==> src/rtl/hrs_pkg.sv <==
`timescale 1ns/1ps
package hrs_pkg;
    typedef enum logic [2:0] {
        IDLE_S,
        REQ_S,
        REL_S,
        SCAN_S,
        LOAD_S,
        SHIFT_S
    } seq_state_t;
endpackage

==> src/rtl/hrs_sync2.sv <==
`timescale 1ns/1ps
module hrs_sync2 (
    input  logic clk,
    input  logic rst_n,
    input  logic async_i,
    output logic sync_o
);
    logic meta_q;
    logic stab_q;

    always_ff @(posedge clk or negedge rst_n) begin
        if (!rst_n) begin
            meta_q <= 1'b0;
            stab_q <= 1'b0;
        end else begin
            meta_q <= async_i;
            stab_q <= meta_q;
        end
    end

    assign sync_o = stab_q;
endmodule

==> src/rtl/hrs_tstamp.sv <==
`timescale 1ns/1ps
module hrs_tstamp #(
    parameter int TS_W = 24
) (
    input  logic            clk,
    input  logic            rst_n,
    output logic [TS_W-1:0] ts_o
);
    always_ff @(posedge clk or negedge rst_n) begin
        if (!rst_n) ts_o <= '0;
        else        ts_o <= ts_o + 1'b1;
    end
endmodule

==> src/rtl/hrs_gray.sv <==
`timescale 1ns/1ps
module hrs_gray #(
    parameter int W = 12
) (
    input  logic [W-1:0] bin_i,
    output logic [W-1:0] gray_o
);
    assign gray_o = bin_i ^ (bin_i >> 1);
endmodule

==> src/rtl/hrs_lowpick.sv <==
`timescale 1ns/1ps
module hrs_lowpick #(
    parameter int N  = 16,
    parameter int IW = 4
) (
    input  logic [N-1:0]  mask_i,
    output logic          any_o,
    output logic [IW-1:0] idx_o
);
    always_comb begin
        idx_o = '0;
        for (int i = N - 1; i >= 0; i--) begin
            if (mask_i[i]) idx_o = IW'(i);
        end
        any_o = |mask_i;
    end
endmodule

==> src/rtl/hit_readout_seq.sv <==
`timescale 1ns/1ps
module hit_readout_seq #(
    parameter int NCH  = 16,
    parameter int CH_W = 4,
    parameter int TS_W = 24,
    parameter int Q_W  = 12,
    parameter int T_W  = 12
) (
    input  logic            clk,
    input  logic            rst_n,
    input  logic [NCH-1:0]  hit_i,
    output logic [TS_W-1:0] ts_o,
    output logic            conv_req_o,
    input  logic            conv_done_i,
    output logic [CH_W-1:0] rd_ch_o,
    input  logic [TS_W-1:0] rd_ts_i,
    input  logic [Q_W-1:0]  rd_q_i,
    input  logic [T_W-1:0]  rd_t_i,
    output logic            sdata_o,
    output logic            sstrobe_o,
    output logic            sframe_o,
    output logic            rel_o
);
    import hrs_pkg::*;

    localparam int REC_W = CH_W + TS_W + Q_W + T_W;
    localparam int CNT_W = $clog2(REC_W);
    localparam logic [CNT_W-1:0] LAST_BIT = CNT_W'(REC_W - 1);

    seq_state_t        state_q, state_d;
    logic [NCH-1:0]    pend_q;
    logic [REC_W-1:0]  shreg_q;
    logic [CNT_W-1:0]  bit_q;
    logic [CH_W-1:0]   ch_q;
    logic              done_s;
    logic              pick_any;
    logic [CH_W-1:0]   pick_idx;
    logic [CH_W-1:0]   g_ch;
    logic [TS_W-1:0]   g_ts;
    logic [Q_W-1:0]    g_q;
    logic [T_W-1:0]    g_t;

    hrs_tstamp #(.TS_W(TS_W)) u_ts (.clk(clk), .rst_n(rst_n), .ts_o(ts_o));
    hrs_sync2 u_sync (.clk(clk), .rst_n(rst_n), .async_i(conv_done_i), .sync_o(done_s));
    hrs_lowpick #(.N(NCH), .IW(CH_W)) u_pick (
        .mask_i(pend_q), .any_o(pick_any), .idx_o(pick_idx));

    hrs_gray #(.W(CH_W)) u_gch (.bin_i(ch_q),    .gray_o(g_ch));
    hrs_gray #(.W(TS_W)) u_gts (.bin_i(rd_ts_i), .gray_o(g_ts));
    hrs_gray #(.W(Q_W))  u_gq  (.bin_i(rd_q_i),  .gray_o(g_q));
    hrs_gray #(.W(T_W))  u_gt  (.bin_i(rd_t_i),  .gray_o(g_t));

    // state register
    always_ff @(posedge clk or negedge rst_n) begin
        if (!rst_n) state_q <= IDLE_S;
        else        state_q <= state_d;
    end

    // next state
    always_comb begin
        state_d = state_q;
        unique case (state_q)
            IDLE_S:  if (|hit_i)  state_d = REQ_S;
            REQ_S:   if (done_s)  state_d = REL_S;
            REL_S:   if (!done_s) state_d = SCAN_S;
            SCAN_S:  state_d = pick_any ? LOAD_S : IDLE_S;
            LOAD_S:  state_d = SHIFT_S;
            SHIFT_S: if (bit_q == LAST_BIT) state_d = SCAN_S;
            default: state_d = IDLE_S;
        endcase
    end

    // datapath registers
    always_ff @(posedge clk or negedge rst_n) begin
        if (!rst_n) begin
            pend_q  <= '0;
            shreg_q <= '0;
            bit_q   <= '0;
            ch_q    <= '0;
        end else begin
            unique case (state_q)
                IDLE_S: if (|hit_i) pend_q <= hit_i;
                SCAN_S: if (pick_any) begin
                    ch_q             <= pick_idx;
                    pend_q[pick_idx] <= 1'b0;
                end
                LOAD_S: begin
                    shreg_q <= {g_ch, g_ts, g_q, g_t};
                    bit_q   <= '0;
                end
                SHIFT_S: begin
                    shreg_q <= {shreg_q[REC_W-2:0], 1'b0};
                    bit_q   <= bit_q + 1'b1;
                end
                default: ;
            endcase
        end
    end

    // outputs
    always_comb begin
        conv_req_o = (state_q == REQ_S);
        sframe_o   = (state_q == SHIFT_S);
        sstrobe_o  = sframe_o && (bit_q == '0);
        rel_o      = sframe_o && (bit_q == LAST_BIT);
        sdata_o    = sframe_o && shreg_q[REC_W-1];
        rd_ch_o    = ch_q;
    end


    req_hold_chk: assert property (@(posedge clk) disable iff (!rst_n)
        (conv_req_o && !done_s) |=> conv_req_o);

    no_req_in_frame_chk: assert property (@(posedge clk) disable iff (!rst_n)
        sframe_o |-> !conv_req_o);

    ts_step_chk: assert property (@(posedge clk) disable iff (!rst_n)
        $past(rst_n) |-> (ts_o == $past(ts_o) + 1'b1));

    strobe_start_chk: assert property (@(posedge clk) disable iff (!rst_n)
        $rose(sframe_o) |-> sstrobe_o);

    ch_stable_chk: assert property (@(posedge clk) disable iff (!rst_n)
        (sframe_o && $past(sframe_o)) |-> $stable(rd_ch_o));

    frame_end_chk: assert property (@(posedge clk) disable iff (!rst_n)
        $fell(sframe_o) |-> $past(rel_o));
endmodule

==> config.mk <==
export PLATFORM = sky130hd
export DESIGN_NAME = hit_readout_seq
export DESIGN_NICKNAME = d
export VERILOG_FILES = /design/src/rtl/hrs_pkg.sv /design/src/rtl/hrs_sync2.sv /design/src/rtl/hrs_tstamp.sv /design/src/rtl/hrs_gray.sv /design/src/rtl/hrs_lowpick.sv /design/src/rtl/hit_readout_seq.sv
export SDC_FILE = /design/constraint.sdc
export NUM_CORES = 1
export LEC_CHECK = 0
export ABC_CLOCK_PERIOD_IN_PS = 3600
export BUFFER_PORTS_ARGS = -buffer_cell sky130_fd_sc_hd__buf_2
export CORE_ASPECT_RATIO = 1.2
export CORE_MARGIN = 3
export CORE_UTILIZATION = 40
export CTS_CLUSTER_SIZE = 20
export DETAILED_ROUTE_END_ITERATION = 10
export PLACE_DENSITY = 0.56
export SYNTH_ARGS = -nofsm -noshare
export SYNTH_HDL_FRONTEND = slang
export SYNTH_SLANG_ARGS = --single-unit
==> constraint.sdc <==
create_clock -name clk -period 3.6 [get_ports clk]
set_input_delay 0 -clock clk [delete_from_list [all_inputs] [get_ports clk]]
set_output_delay 0 -clock clk [all_outputs]
set_load 0.05 [all_outputs]
Word level (Yosys, flattened, before mapping)
Cells that the tools add are included.
{ "totals": {"out_inout_bits": 33, "input_bits": 67, "reg_bits": 107, "word_cells": 71} }
{ "op_classes": {"n_bitwise": 6, "n_eq_ne": 11, "n_mux": 29, "order_cmp": 2, "add_sub_neg": 2, "n_reduce_logical": 13} }
{ "op_table": {"columns": ["op", "n"], "rows": [
  ["$pmux W52 S2", 1],
  ["$mux W4", 16],
  ["$mux W16", 2],
  ["$pmux W16 S2", 1],
  ["$reduce_or A16 Y1", 2],
  ["$add A24 B1 Y24 const B", 1],
  ["$xor A12 B11 Y12", 2],
  ["$xor A24 B23 Y24", 1],
  ["$pmux W3 S6", 1],
  ["$and A16 B16 Y16", 1],
  ["$not A16 Y16", 1],
  ["$mux W3", 5],
  ["$pmux W6 S2", 1],
  ["$add A6 B1 Y6 const B", 1],
  ["$eq A3 B2 Y1 const B", 2],
  ["$eq A3 B3 Y1 const B", 2],
  ["$eq A6 B6 Y1 const B", 1],
  ["$logic_not A6 Y1", 1],
  ["$ne A2 B2 Y1 const B", 3],
  ["$lt A4 B5 Y1 const B", 1],
  ["$demux W1 S4", 1],
  ["$ge A4 B1 Y1 const B", 1],
  ["$logic_and A1 B1 Y1", 4],
  ["$ne A2 B1 Y1 const B", 2],
  ["8 further kinds", 9]
]} }

Longest topological paths before layout
{ "depth": {"word_depth": 24, "depth_mapped": 9, "mapped_depth_nobuf": 7} }

Modules after synthesis
A second synthesis with hierarchy kept.
{ "hier_totals": {"cells_unflattened": 560, "hier_area_um2": 5720.5} }
{ "modules_own_cells": {"columns": ["mod", "instances", "area_each_um2", "cells_each", "seq_area_each_um2"], "rows": [
  ["hit_readout_seq", 1, 4022.6, 389, 2026.9],
  ["hrs_tstamp", 1, 1021.0, 83, 600.6],
  ["hrs_gray at u_gts", 1, 209.0, 24, 0.0],
  ["hrs_gray at u_gq ...", 2, 103.8, 12, 0.0],
  ["hrs_lowpick", 1, 176.4, 34, 0.0],
  ["hrs_sync2", 1, 50.0, 2, 50.0],
  ["hrs_gray at u_gch", 1, 33.8, 4, 0.0]
]} }

Least setup slack after synthesis
Ideal clock, no wire load.
{ "synth_path": {"path_kind": "reg2out", "startpoint": "register state_q[0]", "endpoint": "output conv_req_o", "path_stages_with_launch": 5, "n_path_buf": 3, "arrival_time_ns": 2.177, "slack_ns": 1.423, "cell_sequence": "dfrtp_1 -> buf_2 -> clkbuf_1 -> clkbuf_1 -> nor3b_1"} }
{ "synth_via": {"elab_chain_cells": 1} }
{ "synth_rtl": {"columns": ["element", "line_no", "text"], "rows": [
  ["start: declaration", "hit_readout_seq.sv:30", "seq_state_t state_q, state_d;"],
  ["start signal: assignment", "hit_readout_seq.sv:56", "else state_q <= state_d;"],
  ["$eq A3 B1 Y1", "hit_readout_seq.sv:102", "conv_req_o = (state_q == REQ_S);"],
  ["end: declaration", "hit_readout_seq.sv:13", "output logic conv_req_o,"]
]} }
No other way between the ends.

Worst setup path in the final report
{ "layout_path": {"startpoint": "input hit_i[3]", "endpoint": "register pend_q[2]"} }
{ "layout_via": {"elab_chain_cells": 3} }
{ "layout_rtl": {"columns": ["element", "line_no", "text"], "rows": [
  ["start: declaration", "hit_readout_seq.sv:11", "input logic [NCH-1:0] hit_i,"],
  ["$reduce_or A16 Y1", "hit_readout_seq.sv:82", "IDLE_S: if (|hit_i) pend_q <= hit_i;"],
  ["$ne A2 B2 Y1 (no source line)", null, null],
  ["$reduce_and A3 Y1 (no source line)", null, null],
  ["end signal: assignment", "hit_readout_seq.sv:82", null],
  ["end: declaration", "hit_readout_seq.sv:31", "logic [NCH-1:0] pend_q;"]
]} }
No other way between the ends.
A chain may end at the register's enable or synchronous reset.

==> reports/metrics.csv <==
stage,metric,value,unit
run_status,status,"complete, no violations",
synthesis,Synth Flop Type,dfrtp_1,
floorplanning,die area,0.0153,mm²
floorplanning,FP Rows,46,
synthesis,top-count cell post-synth,dfrtp_1,
setup_path,crit-path leading delay family,simple AND/OR/NAND/NOR gates,
detailed_routing,Via-to-Cell Ratio,5.16,
timing,final hold vios,0,
detailed_routing,WL/cell,14.1,µm
setup_path,Worst EP required,3.88,ns
floorplanning,Die X,114,µm
detailed_routing,total number of vias,4630,
setup_path,CP Capture Type,register,
clock_tree,# H-tree levels,3,
detailed_routing,Total Wirelength,12.6,mm
placed_design,DPL Wire Length,8.64,mm
worst_hold_path,HP Class,input pin to register,
clock_tree,clock buffer depth,2,
global_routing,initial antenna violation count,0,
timing,max-slew violation count,0,
detailed_routing,DRC,0,
detailed_routing,DR iter-0 viols,216,
clock_tree,Clock transition at path regs,0.07,ns
timing,f_max,426,MHz
synthesis,"EDFF count, synth",0,
detailed_routing,first-pass iteration count of the detailed router,4,
timing,RSZ-0062 raised after global routing,false,
clock_tree,cts hold-fix bufs,22,
synthesis,Mapped Area,0.00555,mm²
synthesis,synth unique cells,54,
clock_tree,Skew-Pair Late Insertion Delay,0.35,ns
synthesis,"flops & latches, synth",107,
power,LEAKAGE,3.05,nW
setup_path,CP max-delay cell,and2b_1,
timing,minimum clock period,2.35,ns
timing,slew at the pin closest to its max-slew limit,1.07,ns
synthesis,Yosys warning total,0,
global_routing,GR Util met1,22.2,%
global_routing,M3 GR Usage,2.96,%
floorplanning,I/O pin count,100,
global_routing,first-pass GRT wire length,21.3,mm
timing,Final WS setup,1.25,ns
global_routing,vias in the first global route,4486,
synthesis,"Net Count, Synth",689,
detailed_routing,DRT antenna net count,0,
synthesis,largest cells by area after synthesis,"dfrtp_1, xnor2_1, nand2_1",
finish,number of antenna repair diodes,0,
floorplanning,Die Height,135,µm
global_routing,GR Layer Usage met2,27.7,%
synthesis,Post-Synthesis Cells,619,
timing,Final setup viols,0,
synthesis,share of the synthesized area in the top cell type,48.2,%
placed_design,pre-CTS WS,1.42,ns
global_routing,Most Crowded Layer GR,met2,
finish,Area Overhead vs Synth,20.6,%
timing,setup TNS,0,ns
setup_path,crit path kind,input pin to register,
synthesis,Post-synth top cells,"dfrtp_1, nand2_1, xnor2_1",
setup_path,worst path buffer plus inverter count,3,
clock_tree,Num CTS Buffers,9,
setup_path,crit path cell chain,"dlygate4sd3_1, buf_2, nor4_1, nand4_1, nor4b_4, buf_4, and2b_1, o21ai_0, nand2_1",
power,P per Cell Area,759,mW/mm²
timing,Rel. slew slack,28.8,%
global_routing,largest net degree at the start of global routing,113,
setup_path,CP max stage delay,0.61,ns
global_routing,GRT Util Overall,16.8,%
timing,fin crit share,65.2,%
clock_tree,post-CTS setup buffer count,0,
clock_tree,CTS tree,yes,
placed_design,I/O Buffers,99,
clock_tree,clock sink total,107,
floorplanning,CORE AREA,0.0134,mm²
clock_tree,Resized cells post-CTS,0,
synthesis,top cell type by total area after synthesis,dfrtp_1,
setup_path,Worst Setup Start Kind,input pin,
synthesis,post-synthesis sequential area ratio,48.2,%
finish,NumNets Final,794,
synthesis,syn_area_per_cell,8.97,µm²
placed_design,GPL Wtd Cong,0.918,
power,maximum vdd drop,0.000435,V
timing,worst clock skew,0.00954,ns
floorplanning,starting density of the core,41.4,%
run,Max Cap Viol,0,
global_routing,grt ovf,0,
setup_path,Crit Path Max Fanout,17,
finish,share of cells above drive strength 1,18.2,%
clock_tree,clock root buffer,clkbuf_16,
finish,fill cell count,1298,
synthesis,Post-synth ARST share,100,%
setup_path,Crit path arrival time,2.63,ns
-- metal layers --
layer | part of all wire [%] | wire length, µm
met1 | 46 | 5780
met2 | 48 | 6080
met3 | 4.0 | 503
met4 | 2.0 | 246
met5 | 0 | 0
-- cells by family (layout without fill, tap and decap cells) --
kind of cell / after synthesis / after routing / share of synthesized area [%]
AO/OA/AOI/OAI: 162 / 162 / 16.9
XOR/XNOR: 70 / 70 / 11.0
adder cells (fa/ha/maj): 3 / 3 / 0.676
buffers and inverters: 41 / 151 / 3.04
flip-flops: 107 / 107 / 48.2
multiplexers: 7 / 7 / 1.28
AND/OR/NAND/NOR: 229 / 229 / 18.9
-- state kept, by name, summed over array words and instances (netlist names) --
register,count
bit_q,6
pend_q,16
rd_ch_o,4
shreg_q,52
state_q,3
u_sync.meta_q,1
u_sync.sync_o,1
u_ts.ts_o,24
-- worst register-to-register path, stage by stage (launching register included) --
cell and delay, ns:
dfrtp_1 0.47, nor4_4 0.43, nand2_2 0.15, o21ai_2 0.25, and2b_1 0.56, o21ai_0 0.21
nand2_1 0.10
-- report_power, final --
group          switching [mW]  total [mW]  internal, mW
Sequential              0.398        2.01          1.62
Combinational            1.28        2.06         0.778
Clock                   0.460        1.01         0.546
Total                    2.14        5.08          2.94
-- cell usage in the layout, fill, tap and decap left out, types with 2 or more instances in the layout --
| cell | netlist | layout |
|---|---|---|
| a21o_1 | 5 | 5 |
| a21oi_1 | 58 | 58 |
| a221o_1 | 3 | 3 |
| a22o_1 | 4 | 4 |
| a22oi_1 | 5 | 5 |
| a31oi_1 | 3 | 3 |
| and2b_1 | 2 | 2 |
| and3_1 | 7 | 7 |
| and4_1 | 2 | 2 |
| buf_2 | 3 | 98 |
| buf_4 | 1 | 6 |
| clkbuf_16 | 0 | 9 |
| clkinv_2 | 0 | 2 |
| dfrtp_1 | 107 | 106 |
| dlygate4sd3_1 | 0 | 22 |
| ha_1 | 3 | 3 |
| inv_1 | 8 | 8 |
| mux2i_1 | 6 | 6 |
| nand2_1 | 103 | 103 |
| nand2b_1 | 3 | 2 |
| nand3_1 | 15 | 15 |
| nand4_1 | 5 | 5 |
| nor2_1 | 65 | 65 |
| nor2b_1 | 3 | 3 |
| nor3_1 | 5 | 5 |
| nor4_1 | 8 | 8 |
| nor4_4 | 2 | 2 |
| o211ai_1 | 4 | 4 |
| o21ai_0 | 59 | 59 |
| o21ai_1 | 7 | 7 |
| o21ai_2 | 2 | 2 |
| o31ai_1 | 2 | 2 |
| or3_1 | 2 | 2 |
| xnor2_1 | 67 | 67 |
| xor2_1 | 3 | 3 |
-- path summary, 6_finish.rpt --
check	startpoint	cells after the start	to	slack (ns)
worst min register to register	u_sync.meta_q	0	u_sync.sync_o	0.36
min in group asynchronous	rst_n	2	shreg_q[38]	0.20
max in group asynchronous	rst_n	3	u_ts.ts_o[18]	2.46
worst min-delay path	rd_ts_i[23]	3	shreg_q[47]	0.03
worst max register to register	pend_q[2]	6	pend_q[2]	1.39
worst max-delay path	hit_i[3]	9	pend_q[2]	1.25
-- metrics by stage --
stage | instances | hold slack, ns | power [mW] | utilization [%] | area [µm²]
after floorplan | 619 | -0.296 | 3.58 | - | 5550
after global placement | 859 | 0.0423 | 4.06 | 46.0 | 6170
after detailed placement | 859 | 0.0510 | 4.09 | 46.0 | 6170
after CTS | 897 | 0.0178 | 5.14 | 49.9 | 6700
after global routing | 897 | 0.0519 | 5.53 | 49.9 | 6700
final | 897 | 0.0269 | 5.08 | 49.9 | 6700
-- final cells by class --
class	instances	area [µm²]	share of cell area [%]
timing repair buffer	126	756	11.3
clock inverter	7	76.3	1.14
inverter	9	33.8	0.505
multi-input combinational	471	2710	40.5
sequential	107	2680	40.0
clock buffer	9	225	3.36
tap	168	210	3.14
Power figures use the tool's default switching activity.
